File: config.mk
export PLATFORM = sky130hd
export DESIGN_NAME = prio_irq_resolver
export DESIGN_NICKNAME = d
export VERILOG_FILES = /design/src/rtl/irqr_pkg.sv /design/src/rtl/irqr_sync.sv /design/src/rtl/irqr_prio_search.sv /design/src/rtl/prio_irq_resolver.sv
export SDC_FILE = /design/constraint.sdc
export NUM_CORES = 1
export LEC_CHECK = 0
export CORE_ASPECT_RATIO = 1.1
export CORE_MARGIN = 4
export CORE_UTILIZATION = 35
export CTS_BUF_LIST = sky130_fd_sc_hd__clkbuf_16
export CTS_CLUSTER_SIZE = 14
export DETAILED_ROUTE_END_ITERATION = 12
export HOLD_SLACK_MARGIN = 0.03
export PLACE_DENSITY = 0.69
export SLEW_MARGIN = 20
export SYNTH_ARGS = -nofsm -noshare
export SYNTH_HDL_FRONTEND = slang
export SYNTH_SLANG_ARGS = --single-unit
File: constraint.sdc
create_clock -name clk -period 8.7 [get_ports clk]
set_input_delay 2.61 -clock clk [delete_from_list [all_inputs] [get_ports clk]]
set_output_delay 2.61 -clock clk [all_outputs]
set_load 0.005 [all_outputs]
File: src/rtl/irqr_pkg.sv
package irqr_pkg;
    localparam int unsigned IRQR_LINES    = 8;
    localparam int unsigned IRQR_SYNC     = 2;
    localparam int unsigned IRQR_CASCADE  = 2;

    typedef enum logic {
        TRIG_EDGE  = 1'b0,
        TRIG_LEVEL = 1'b1
    } trig_mode_e;
endpackage

File: src/rtl/irqr_sync.sv
module irqr_sync #(
    parameter int unsigned N      = 8,
    parameter int unsigned STAGES = 2
) (
    input  logic         clk,
    input  logic         rst_n,
    input  logic [N-1:0] raw,
    output logic [N-1:0] synced
);
    for (genvar i = 0; i < N; i++) begin : g_line
        logic [STAGES-1:0] chain_q;
        always_ff @(posedge clk or negedge rst_n) begin
            if (!rst_n) chain_q <= '0;
            else        chain_q <= {chain_q[STAGES-2:0], raw[i]};
        end
        assign synced[i] = chain_q[STAGES-1];
    end
endmodule

File: src/rtl/irqr_prio_search.sv
module irqr_prio_search #(
    parameter int unsigned N     = 8,
    parameter int unsigned IDX_W = $clog2(N),
    parameter int unsigned PW    = IDX_W + 1
) (
    input  logic [N-1:0]     vec,
    input  logic [IDX_W-1:0] base,
    output logic [PW-1:0]    pos
);
    always_comb begin
        int ln;
        logic [IDX_W-1:0] lb;
        pos = PW'(N);
        for (int p = N - 1; p >= 0; p--) begin
            ln = (p + int'(base)) % N;
            lb = IDX_W'(ln);
            if (vec[lb]) pos = PW'(p);
        end
    end
endmodule

File: src/rtl/prio_irq_resolver.sv
module prio_irq_resolver
    import irqr_pkg::*;
#(
    parameter int unsigned N        = IRQR_LINES,
    parameter int unsigned STAGES   = IRQR_SYNC,
    parameter int unsigned CASCADE  = IRQR_CASCADE,
    localparam int unsigned IDX_W   = $clog2(N),
    localparam int unsigned PW      = IDX_W + 1
) (
    input  logic             clk,
    input  logic             rst_n,
    input  logic [N-1:0]     irq_in,
    input  logic             mask_wr,
    input  logic [N-1:0]     mask_val,
    input  logic             trig_wr,
    input  logic [N-1:0]     trig_val,
    input  logic             rot_wr,
    input  logic [IDX_W-1:0] rot_val,
    input  logic             aeoi_en,
    input  logic             aeoi_rot,
    input  logic             smask_en,
    input  logic             sfn_en,
    input  logic             is_master,
    input  logic             ack_valid,
    input  logic [IDX_W-1:0] ack_line,
    input  logic             eoi_valid,
    input  logic [IDX_W-1:0] eoi_line,
    output logic             int_out,
    output logic [IDX_W-1:0] irq_vec,
    output logic [N-1:0]     req_out,
    output logic [N-1:0]     isr_out,
    output logic [IDX_W-1:0] rot_out
);
    typedef struct packed {
        logic [N-1:0]     req;
        logic [N-1:0]     last;
        logic [N-1:0]     mask;
        logic [N-1:0]     trig;
        logic [N-1:0]     isr;
        logic [IDX_W-1:0] rot;
    } state_t;

    state_t st_d, st_q;

    logic [N-1:0]  lvl_sync;
    logic [N-1:0]  cand_vec;
    logic [N-1:0]  busy_vec;
    logic [PW-1:0] cand_pos;
    logic [PW-1:0] busy_pos;
    logic [N-1:0]  mask_q;

    irqr_sync #(.N(N), .STAGES(STAGES)) u_sync (
        .clk    (clk),
        .rst_n  (rst_n),
        .raw    (irq_in),
        .synced (lvl_sync)
    );

    irqr_prio_search #(.N(N)) u_cand (
        .vec  (cand_vec),
        .base (st_q.rot),
        .pos  (cand_pos)
    );

    irqr_prio_search #(.N(N)) u_busy (
        .vec  (busy_vec),
        .base (st_q.rot),
        .pos  (busy_pos)
    );

    // comparison sets
    always_comb begin
        cand_vec = st_q.req & ~st_q.mask;
        busy_vec = st_q.isr;
        if (smask_en) busy_vec = busy_vec & ~st_q.mask;
        if (sfn_en && is_master) busy_vec[CASCADE] = 1'b0;
    end

    // next-state computation
    always_comb begin
        logic [N-1:0] rise;
        st_d      = st_q;
        rise      = lvl_sync & ~st_q.last;
        st_d.last = lvl_sync;

        if (mask_wr) st_d.mask = mask_val;
        if (trig_wr) st_d.trig = trig_val;
        if (rot_wr)  st_d.rot  = rot_val;

        if (ack_valid && (st_q.trig[ack_line] == TRIG_EDGE))
            st_d.req[ack_line] = 1'b0;
        for (int i = 0; i < N; i++) begin
            if (st_q.trig[i] == TRIG_LEVEL) st_d.req[i] = lvl_sync[i];
            else if (rise[i])               st_d.req[i] = 1'b1;
        end

        if (eoi_valid) st_d.isr[eoi_line] = 1'b0;
        if (ack_valid) begin
            if (aeoi_en) begin
                if (aeoi_rot) st_d.rot = ack_line + IDX_W'(1);
            end else begin
                st_d.isr[ack_line] = 1'b1;
            end
        end
    end

    always_ff @(posedge clk or negedge rst_n) begin
        if (!rst_n) st_q <= '0;
        else        st_q <= st_d;
    end

    always_comb begin
        int sum;
        sum     = int'(cand_pos[IDX_W-1:0]) + int'(st_q.rot);
        irq_vec = IDX_W'(sum % N);
        int_out = (cand_pos < busy_pos);
    end

    assign req_out = st_q.req;
    assign isr_out = st_q.isr;
    assign rot_out = st_q.rot;
    assign mask_q  = st_q.mask;
endmodule

==> summary.txt, run 1 <==
Clock tree
  • Setup Fix Bufs, Post-CTS: 0
  • Clk sinks: 59
  • Worst-path clk slew: 0.05 ns
  • TritonCTS clock tree: built
  • Root Buffer: clkbuf_16
  • Worst-skew pair later-pin latency: 0.32 ns
  • Maximum buffer depth of the clock tree: 2
  • CTS H-tree lvls: 3
  • CTS Buf Count: 9

Setup path
  • Crit path DAT: 5.60 ns
  • WS Path Type: in2out
  • Worst Setup Start Kind: primary input
  • Crit. End Element: output port
  • Buffers and inverters on the worst path: 2
  • Crit Path Max Fanout: 3
  • Crit-path leading delay family: buffers and inverters
  • CP max stage delay: 0.53 ns
  • Crit-path cells: clkdlybuf4s50_1 -> a21boi_1 -> a22o_1 -> mux2_2 -> mux2i_2 -> nand2_1 -> nor3_1 -> nand2b_1 -> ha_1 -> a21oi_1 -> nand3b_1 -> o31ai_2 -> clkdlybuf4s50_1
  • CP max-delay cell: clkdlybuf4s50_1
  • CP Data Required Time: 6.09 ns
  • Cell mode on critical path: clkdlybuf4s50_1

Min path
  • Hold Path Class: reg2reg

STA
  • Final setup violation count: 0
  • Final hold vios: 0
  • Slew HR: 50.3%
  • Final min period: 8.21 ns
  • Setup Skew: 0.00463 ns
  • Fin Setup TNS: 0 ns
  • RSZ-0062 raised after global routing: false
  • Slew Limit Fails: 0
  • Worst Tran Pin Value: 0.745 ns
  • Setup ws final: 0.492 ns
  • Max Freq: 122 MHz
  • Final Cycle Share: 94.3%

GRT
  • Gr usage total: 14.9%
  • First-pass GRT wire length: 13.2 mm
  • Largest net degree at the start of global routing: 60
  • Vias in the first global route: 2638
  • Antenna violations before repair: 0
  • Total grt overflow: 0

Synth
  • Post-synthesis instance total: 327
  • Syn avg cell area: 10.6 µm²
  • Syn Nets: 380
  • Post-synthesis sequential area ratio: 42.7%
  • Area share of the leading cell type in the synthesized netlist: 42.7%
  • Number of flops mapped to enable cells by yosys: 0
  • Mapped Area: 3460 µm²
  • Netlist cell types: 51
  • Yosys warns: 0
  • Ys flop type: dfrtp_1
  • Area leader, netlist: dfrtp_1
  • Register bit total from synthesis: 59
  • Post-synthesis async set-or-reset flop share: 100%
  • Dominant cells by area after synthesis: dfrtp_1 (43%), mux2i_1 (6.7%), mux2_2 (4.6%)

Power
  • Pwr Density: 237 nW/µm²
  • Lkg Pwr: 0.00187 µW
  • Worst IR Drop VDD: 0.000128 V
  • Tot Pwr: 1030 µW

Die
  • Initial core utilization: 36.4%
  • Chip width: 103 µm
  • Core ar.: 9490 µm²
  • Die ar.: 11500 µm²
  • Die Span Y: 112 µm
  • Row count: 37
  • Ports: 68

Detailed routing
  • DRC errors left: 0
  • Detailed-route wire length per cell: 16.7 µm
  • Total number of vias: 2600
  • Post-DR vias/cell: 5.21
  • Iteration-0 DRC Markers: 149
  • Antenna-violating nets left: 0
  • First drt pass iteration count: 4
  • Post-Route WL: 8.35 mm

Placement
  • Buffers added on ports: 67
  • HPWL Detailed: 6.47 mm
  • GP Congestion: 0.824
  • Dpl ws: 0.147 ns
  • DP Area: 4070 µm²

Finish
  • Share of cells above drive strength 1: 11.3%
  • # fillers: 877
  • Ant. Diodes: 0
  • Fin nets: 431
  • Final Cell Area: 4360 µm²
  • Area Growth Syn to Fin: 26.1%

Outcome
  • Status: finished clean

Job
  • Max-cap viol count: 0
worst reg2reg max path: stages, from the launching register on:
cell and delay (ns):
dfrtp_1 0.38, a221oi_1 0.30, a31oi_1 0.06, or3_1 0.44
or2_1 0.28, o311ai_1 0.25, nand2_1 0.08
timing repair:
action,CTS,global route
hold buffers,0,0
resized for setup,0,2
setup endpoints to repair,0,1
final cells by class:
type	count	area (µm²)	area share, %
multi-input combinational	223	1710	39.3
sequential	59	1480	33.9
timing repair buffer	68	676	15.5
clock buffer	9	225	5.17
tap	117	146	3.36
inverter	17	71.3	1.64
clock inverter	6	51.3	1.18
state kept, by name (all words and copies together), names as in the netlist:
register and cells:
isr_out 8, mask_q 8, req_out 8, rot_out 3
st_q 16, u_sync.g_line.chain_q 16
report_power, final:
part	leakage, µW	total [µW]	internal [µW]	switching, µW
Clock	0.000149	327	215	112
Sequential	0.000696	336	302	34.5
Combinational	0.00103	368	204	164
path summary, 6_finish.rpt:
| kind | startpoint | to | slack, ns | cells past startpoint |
|---|---|---|---|---|
| worst max-delay path | sfn_en | int_out | 0.49 | 13 |
| worst min-delay path | u_sync.g_line[3].chain_q[0] | u_sync.g_line[3].chain_q[1] | 0.34 | 0 |
| worst max register to register | st_q[15] | req_out[2] | 6.78 | 6 |
| worst min register to register | u_sync.g_line[3].chain_q[0] | u_sync.g_line[3].chain_q[1] | 0.34 | 0 |
| max in group asynchronous | rst_n | isr_out[0] | 5.79 | 2 |
| min in group asynchronous | rst_n | u_sync.g_line[0].chain_q[0] | 2.42 | 2 |
cell families after synthesis:
logic type / synth area share [%]
xor gates and xnor gates: 1.77
AOI/OAI and AO/OA: 12.3
muxes: 18.0
and+or+nand+nor: 14.2
adders and majority gates: 3.11
buffers and inverters: 7.89
DFF: 42.7
placed cells by master, fill, tap and decap left out, drive strengths merged, types with 3 or more instances in the layout:
cell / netlist / layout
nand2: 37 / 37
o21ai: 26 / 26
clkdlybuf4s50: 0 / 65
nor2b: 13 / 13
o31ai: 4 / 4
nand2b: 15 / 15
ha: 7 / 7
and2b: 3 / 3
a32o: 3 / 3
nand3: 6 / 6
inv: 17 / 20
xor2: 4 / 4
a21oi: 8 / 8
nor3: 4 / 4
a21boi: 10 / 10
xnor2: 3 / 3
mux2i: 24 / 24
nor2: 10 / 10
dfrtp: 59 / 59
mux4: 9 / 9
a22o: 3 / 3
or2: 3 / 3
clkbuf: 4 / 9
o311ai: 4 / 4
mux2: 14 / 14
through the flow:
step,cells,hold WS (ns),utilization [%]
after floorplan,327,0.331,-
after global placement,484,0.332,42.9
after detailed placement,484,0.335,42.9
after CTS,499,0.345,45.8
after global routing,499,0.349,45.9
final,499,0.343,45.9
synth_stat cells (2+ instances only):
master    instances
a21boi_0          9
a21oi_1           8
a22o_1            3
a32o_1            3
and2b_1           3
buf_2             2
buf_4            20
buf_6             2
clkbuf_1          3
dfrtp_1          59
ha_1              7
inv_1            15
mux2_2           14
mux2i_1          23
mux4_1            2
mux4_2            7
nand2_1          37
nand2b_1         15
nand3_1           6
nor2_1           10
nor2b_1          12
nor3_1            4
o21ai_0          24
o21ai_1           2
o311ai_0          2
o311ai_1          2
o31ai_1           3
or3_1             2
xnor2_1           3
xor2_1            4
metal layers:
metal / routed length, µm / track usage [%]
met4: 130 / 5.79
met3: 429 / 3.54
met2: 4370 / 25.2
met5: 0 / 0
met1: 3410 / 18.2
No activity file was read; power rests on OpenSTA's default activity.
==> inputs of run 2 (changes only) <==
--- a/config.mk
+++ b/config.mk
@@ -5,6 +5,7 @@
 export SDC_FILE = /design/constraint.sdc
 export NUM_CORES = 1
 export LEC_CHECK = 0
+export ABC_CLOCK_PERIOD_IN_PS = 8700
 export CORE_ASPECT_RATIO = 1.1
 export CORE_MARGIN = 4
 export CORE_UTILIZATION = 35
@@ -12,6 +13,7 @@
 export CTS_CLUSTER_SIZE = 14
 export DETAILED_ROUTE_END_ITERATION = 12
 export HOLD_SLACK_MARGIN = 0.03
+export MAX_ROUTING_LAYER = met4
 export PLACE_DENSITY = 0.69
 export SLEW_MARGIN = 20
 export SYNTH_ARGS = -nofsm -noshare
==> summary.txt, run 2 (synthesis gave the netlist of run 1 again) <==
STA
  • Final min period: 8.23 ns (+0.0249 ns)
  • Slew HR: 51.8% (+1.5 points)
  • Fin Setup TNS: 0 ns (unchanged)
  • Final hold vios: 0 (unchanged)
  • Final hold slack: 0.343 ns (+0.000371 ns)
  • Worst Tran Pin Value: 0.723 ns (-0.0221 ns)
  • Final Cycle Share: 94.6% (+0.29 points)
  • Final setup violation count: 0 (unchanged)
  • Max Freq: 121 MHz (-0.30%)
  • Slew Limit Fails: 0 (unchanged)
  • RSZ-0062 raised after global routing: false
  • Setup Skew: 0.00540 ns (+0.000767 ns)

Finish
  • Area Growth Syn to Fin: 25.8%
  • Commonest non-fill, non-tap cells in the layout: clkdlybuf4s50_1 (65), dfrtp_1 (59), nand2_1 (37), o21ai_0 (24), mux2i_1 (23)
  • Fin nets: 431 (unchanged)
  • Share of cells above drive strength 1: 10.8% (-0.50 points)
  • Register area: 1480 µm² (unchanged)
  • # fillers: 869 (-0.91%)
  • Largest regs: st_q x16, u_sync.g_line.chain_q x16
  • Ant. Diodes: 0 (unchanged)
  • Non-filler cells, final: 498 (-0.20%)
  • Commonest non-fill, non-tap cell in the layout: clkdlybuf4s50_1
  • Multi-input logic area: 1710 µm² (-0.22%)

Setup path
  • Reg2reg end: req_out[2]
  • Crit Path Max Fanout: 3 (unchanged)
  • Worst Setup Start Kind: primary input
  • Crit path DAT: 5.62 ns (+0.02 ns)
  • CP max-delay cell: clkdlybuf4s50_1
  • Worst flop-to-flop path startpoint: st_q[12]
  • Critical Path Start: is_master
  • FF-to-FF setup slack: 6.83 ns (+0.05 ns)
  • Crit-path cells: clkdlybuf4s50_1 -> a21oi_1 -> a22oi_1 -> mux2i_1 -> mux2i_1 -> nand2_1 -> nor3_1 -> nand2b_1 -> ha_1 -> a21oi_1 -> nand3b_1 -> o31ai_2 -> clkdlybuf4s50_1
  • Crit. End Element: output port
  • Worst r2r path cells: 6 (unchanged)
  • WS Path Type: in2out
  • CP max stage delay: 0.53 ns (about the same)
  • CP Data Required Time: 6.09 ns (about the same)

Clock tree
  • TritonCTS clock tree: built
  • Setup Fix Bufs, Post-CTS: 0 (unchanged)
  • CTS Buf Count: 9 (unchanged)
  • Maximum buffer depth of the clock tree: 2 (unchanged)
  • Worst-path clk slew: 0.05 ns (about the same)
  • CTS H-tree lvls: 3 (unchanged)
  • Clk sinks: 59 (unchanged)
  • Root Buffer: clkbuf_16
  • Hold buffers post-CTS: 0 (unchanged)
  • Worst-skew pair later-pin latency: 0.32 ns (about the same)

Min path
  • Worst Hold Path EP: u_sync.g_line[5].chain_q[1]
  • Hold Path Origin: u_sync.g_line[5].chain_q[0]
  • Hold Path Depth: 0 (unchanged)
  • Hold Path Class: reg2reg

GRT
  • Vias in the first global route: 2601 (-1.4%)
  • Antenna violations before repair: 0 (unchanged)
  • Met2 usage: 24.2% (-0.99 points)
  • Largest net degree at the start of global routing: 60 (unchanged)
  • Total grt overflow: 0 (unchanged)
  • First-pass GRT wire length: 13.1 mm (-0.63%)
  • Met1 Usage GRT: 18.6% (+0.40 points)
  • Layer with the highest usage: met2
  • Gr usage total: 15.1% (+0.16 points)
  • Global Route met3 Usage: 2.61% (-0.93 points)

Detailed routing
  • Total number of vias: 2535 (-2.5%)
  • Detailed-route wire length per cell: 16.2 µm (-3.0%)
  • DRC errors left: 0 (unchanged)
  • Antenna-violating nets left: 0 (unchanged)
  • Iteration-0 DRC Markers: 88 (-41%)
  • Post-Route WL: 8.08 mm (-3.2%)
  • First drt pass iteration count: 4 (unchanged)
  • Post-DR vias/cell: 5.09 (-2.3%)

Die
  • Die ar.: 11500 µm² (unchanged)
  • Ports: 68 (unchanged)
  • Row count: 37 (unchanged)
  • Chip width: 103 µm (unchanged)
  • Die Span Y: 112 µm (unchanged)
  • Core ar.: 9490 µm² (unchanged)
  • Initial core utilization: 36.4% (unchanged)

Power
  • Lkg Pwr: 0.00186 µW (-0.71%)
  • Worst IR Drop VDD: 0.000116 V (-9.2%)
  • Pwr Density: 234 nW/µm² (-1.0%)

Job
  • Max-cap viol count: 0 (unchanged)

Placement
  • HPWL Detailed: 6.42 mm (-0.63%)
  • Post-placement cell count: 484 (unchanged)
  • Buffers added on ports: 67 (unchanged)
  • GP Congestion: 0.849 (+3.0%)

Outcome
  • Status: finished clean
-- run 2: final cells by class --
cell class	instances	share of cell area (%)
Clock buffer	9	5.18
Clock inverter	5	1.06
Inverter	17	1.64
Multi-Input combinational cell	223	39.3
Sequential cell	59	34.0
Tap cell	117	3.37
Timing Repair Buffer	68	15.5
-- run 2: worst max path at each step --
stage | to | slack [ns]
2_1_floorplan | int_out | 1.54
3_3_place_gp | int_out | 0.25
3_5_place_dp | int_out | 0.19
4_1_cts | int_out | 0.19
5_1_grt | int_out | 0.22
6_report | int_out | 0.47
-- run 2: layer usage --
metal  routed length [µm]  up-vias  share of wire, %
li1                     -     1244                 -
met1                 3510     1216                44
met2                 4100       61                51
met3                  302       14               3.7
met4                  158        0               2.0
met5                    0        -                 0
-- run 2: stage by stage --
step | power (µW) | setup slack [ns] | cell area, µm² | util (%)
after floorplan | 577 | 1.54 | 3460 | -
after global placement | 700 | 0.255 | 4070 | 42.9
after detailed placement | 707 | 0.186 | 4070 | 42.9
after CTS | 1030 | 0.189 | 4350 | 45.8
after global routing | 1080 | 0.218 | 4350 | 45.8
final | 1020 | 0.467 | 4350 | 45.8
-- run 2: critical path: cells and delay by family --
| family | cells | cell delay [ns] |
|---|---|---|
| muxes | 2 | 0.42 |
| adders and majority gates | 1 | 0.29 |
| AOI/OAI and AO/OA | 4 | 0.74 |
| and+or+nand+nor | 4 | 0.55 |
| buffers and inverters | 2 | 1.02 |
-- run 2: where the power goes --
group          switching (µW)  leakage [µW]  internal, µW
Combinational             159       0.00103           203
Clock                     107      0.000134           214
Sequential               34.9      0.000696           302
-- run 2: repair_timing --
| action | 4_1_cts | 5_1_grt |
|---|---|---|
| setup endpoints to repair | 0 | 1 |
| gates resized for setup | 0 | 1 |
| hold endpoints to repair | 0 | 0 |
==> inputs of run 3 (changes only) <==
--- a/config.mk
+++ b/config.mk
@@ -8,13 +8,13 @@
 export ABC_CLOCK_PERIOD_IN_PS = 8700
 export CORE_ASPECT_RATIO = 1.1
 export CORE_MARGIN = 4
-export CORE_UTILIZATION = 35
+export CORE_UTILIZATION = 55
 export CTS_BUF_LIST = sky130_fd_sc_hd__clkbuf_16
 export CTS_CLUSTER_SIZE = 14
 export DETAILED_ROUTE_END_ITERATION = 12
 export HOLD_SLACK_MARGIN = 0.03
 export MAX_ROUTING_LAYER = met4
-export PLACE_DENSITY = 0.69
+export PLACE_DENSITY = 0.95
 export SLEW_MARGIN = 20
 export SYNTH_ARGS = -nofsm -noshare
 export SYNTH_HDL_FRONTEND = slang
==> summary.txt, run 3 (synthesis gave the netlist of run 1 again) <==
Power
  • Lkg Pwr: 0.00186 µW (-0.15%)
  • Pwr Density: 242 nW/µm² (+3.3%)
  • Worst IR Drop VDD: 0.000213 V (+83%)

Setup path
  • Crit Path Max Fanout: 3 (unchanged)
  • Crit path DAT: 5.65 ns (+0.03 ns)
  • CP max-delay cell: clkdlybuf4s50_1
  • WS Path Type: in2out
  • FF-to-FF setup slack: 6.66 ns (-0.17 ns)
  • Crit-path cells: clkdlybuf4s50_1 -> a21oi_1 -> a22oi_1 -> mux2i_1 -> mux2i_1 -> nor2b_1 -> nand3_1 -> nand2b_1 -> ha_1 -> a21oi_1 -> nand3b_1 -> o31ai_2 -> clkdlybuf4s50_1
  • Worst flop-to-flop path startpoint: st_q[12]
  • Reg2reg end: req_out[2]
  • CP Data Required Time: 6.09 ns (about the same)
  • Worst r2r path cells: 6 (unchanged)
  • Worst Setup Start Kind: primary input
  • CP max stage delay: 0.53 ns (about the same)
  • Crit. End Element: output port

Die
  • Ports: 68 (unchanged)
  • Row count: 30 (-19%)
  • Initial core utilization: 56.1% (+20 points)
  • Chip width: 83.6 µm (-19%)
  • Die Span Y: 91.1 µm (-19%)
  • Die ar.: 7620 µm² (-34%)
  • Core ar.: 6160 µm² (-35%)

Job
  • Max-cap viol count: 0 (unchanged)

Detailed routing
  • Total number of vias: 2737 (+8.0%)
  • Detailed-route wire length per cell: 18.1 µm (+12%)
  • Post-DR vias/cell: 5.91 (+16%)
  • First drt pass iteration count: 5 (+1)
  • Antenna-violating nets left: 0 (unchanged)
  • DRC errors left: 0 (unchanged)
  • Post-Route WL: 8.37 mm (+3.7%)
  • Iteration-0 DRC Markers: 124 (+41%)

Finish
  • Final Cell Area: 4330 µm² (-0.46%)
  • Fin nets: 431 (unchanged)
  • Commonest non-fill, non-tap cells in the layout: clkdlybuf4s50_1 (65), dfrtp_1 (59), nand2_1 (37), o21ai_0 (24), mux2i_1 (22)
  • Largest regs: st_q x16, u_sync.g_line.chain_q x16
  • Ant. Diodes: 0 (unchanged)
  • Non-filler cells, final: 463 (-7.0%)
  • Share of cells above drive strength 1: 11.7% (+0.99 points)
  • # fillers: 456 (-48%)
  • Area Growth Syn to Fin: 25.2%
  • Core Util, Final: 70.3% (+24 points)
  • Commonest non-fill, non-tap cell in the layout: clkdlybuf4s50_1

Min path
  • Hold Path Origin: u_sync.g_line[6].chain_q[0]
  • Worst Hold Path EP: u_sync.g_line[6].chain_q[1]
  • Hold Path Class: reg2reg
  • Hold Path Depth: 0 (unchanged)

Clock tree
  • CTS Buf Count: 9 (unchanged)
  • Clk sinks: 59 (unchanged)
  • Hold buffers post-CTS: 0 (unchanged)
  • CTS resizes: 0 (unchanged)
  • TritonCTS clock tree: built
  • Setup Fix Bufs, Post-CTS: 0 (unchanged)
  • Maximum buffer depth of the clock tree: 2 (unchanged)
  • Worst-path clk slew: 0.05 ns (about the same)
  • Worst-skew pair later-pin latency: 0.32 ns (about the same)
  • CTS H-tree lvls: 3 (unchanged)
  • Root Buffer: clkbuf_16

GRT
  • Total grt overflow: 0 (unchanged)
  • First-pass GRT wire length: 14.0 mm (+6.8%)
  • Gr usage total: 23.8% (+8.7 points)
  • Largest net degree at the start of global routing: 60 (unchanged)
  • Vias in the first global route: 2953 (+14%)
  • Antenna violations before repair: 0 (unchanged)

Placement
  • Post-placement cell count: 447 (-7.6%)
  • Dpl ws: 0.208 ns (+0.0221 ns)
  • DP Area: 4030 µm² (-1.1%)
  • Buffers added on ports: 67 (unchanged)
  • GP Congestion: 0.882 (+3.9%)
  • HPWL Detailed: 6.22 mm (-3.2%)

STA
  • Final hold vios: 0 (unchanged)
  • Final min period: 8.26 ns (+0.0235 ns)
  • RSZ-0062 raised after global routing: false
  • Final setup violation count: 0 (unchanged)
  • Fin Setup TNS: 0 ns (unchanged)
  • Setup ws final: 0.444 ns (-0.0235 ns)
  • Worst Tran Pin Value: 0.722 ns (-0.00116 ns)
  • Max Freq: 121 MHz (-0.28%)
  • Slew HR: 51.9% (+0.077 points)
  • Final Cycle Share: 94.9% (+0.27 points)
  • Setup Skew: 0.00345 ns (-0.00195 ns)
  • Slew Limit Fails: 0 (unchanged)

Outcome
  • Status: finished clean
run 3: critical path: cells and delay by family:
family	cells	cell delay (ns)
AO/OA/AOI/OAI	4	0.72
adder cells (fa/ha/maj)	1	0.30
buffers and inverters	2	1.02
multiplexers	2	0.37
AND/OR/NAND/NOR	4	0.61
run 3: power by group:
group	switching, µW	leakage [µW]	internal [µW]	total [µW]
Sequential	34.8	0.000696	301	336
Clock	123	0.000133	220	342
Combinational	165	0.00103	204	369
Total	323	0.00186	724	1050
run 3: worst max path at each step:
stage | to | depth (start not counted) | startpoint | slack, ns
floorplan | int_out | 11 | smask_en | 1.54
global placement | int_out | 13 | smask_en | 0.29
detailed placement | int_out | 13 | smask_en | 0.21
CTS | int_out | 13 | smask_en | 0.21
global route | int_out | 13 | sfn_en | 0.22
finish | int_out | 13 | sfn_en | 0.44
run 3: layout make-up:
type	instances	area, µm²	area share, %
clock inverters	7	68.8	1.59
flip-flops and latches	59	1480	34.1
repair buffers	68	676	15.6
well taps	80	100	2.31
multi-input cells	223	1710	39.5
inverters	17	71.3	1.65
clock buffers	9	225	5.20
run 3: metrics by stage:
step | hold slack (ns) | total power, µW
floorplan | 0.331 | 577
global placement | 0.332 | 692
detailed placement | 0.336 | 706
CTS | 0.347 | 1050
global route | 0.352 | 1110
finish | 0.346 | 1050
run 3: layer usage:
layer	vias up	wire length [µm]	GRT usage (%)
met5	-	0	-
met3	33	600	5.35
met2	134	4540	42.4
met1	1325	3010	24.8
li1	1245	-	-
met4	0	232	11.1
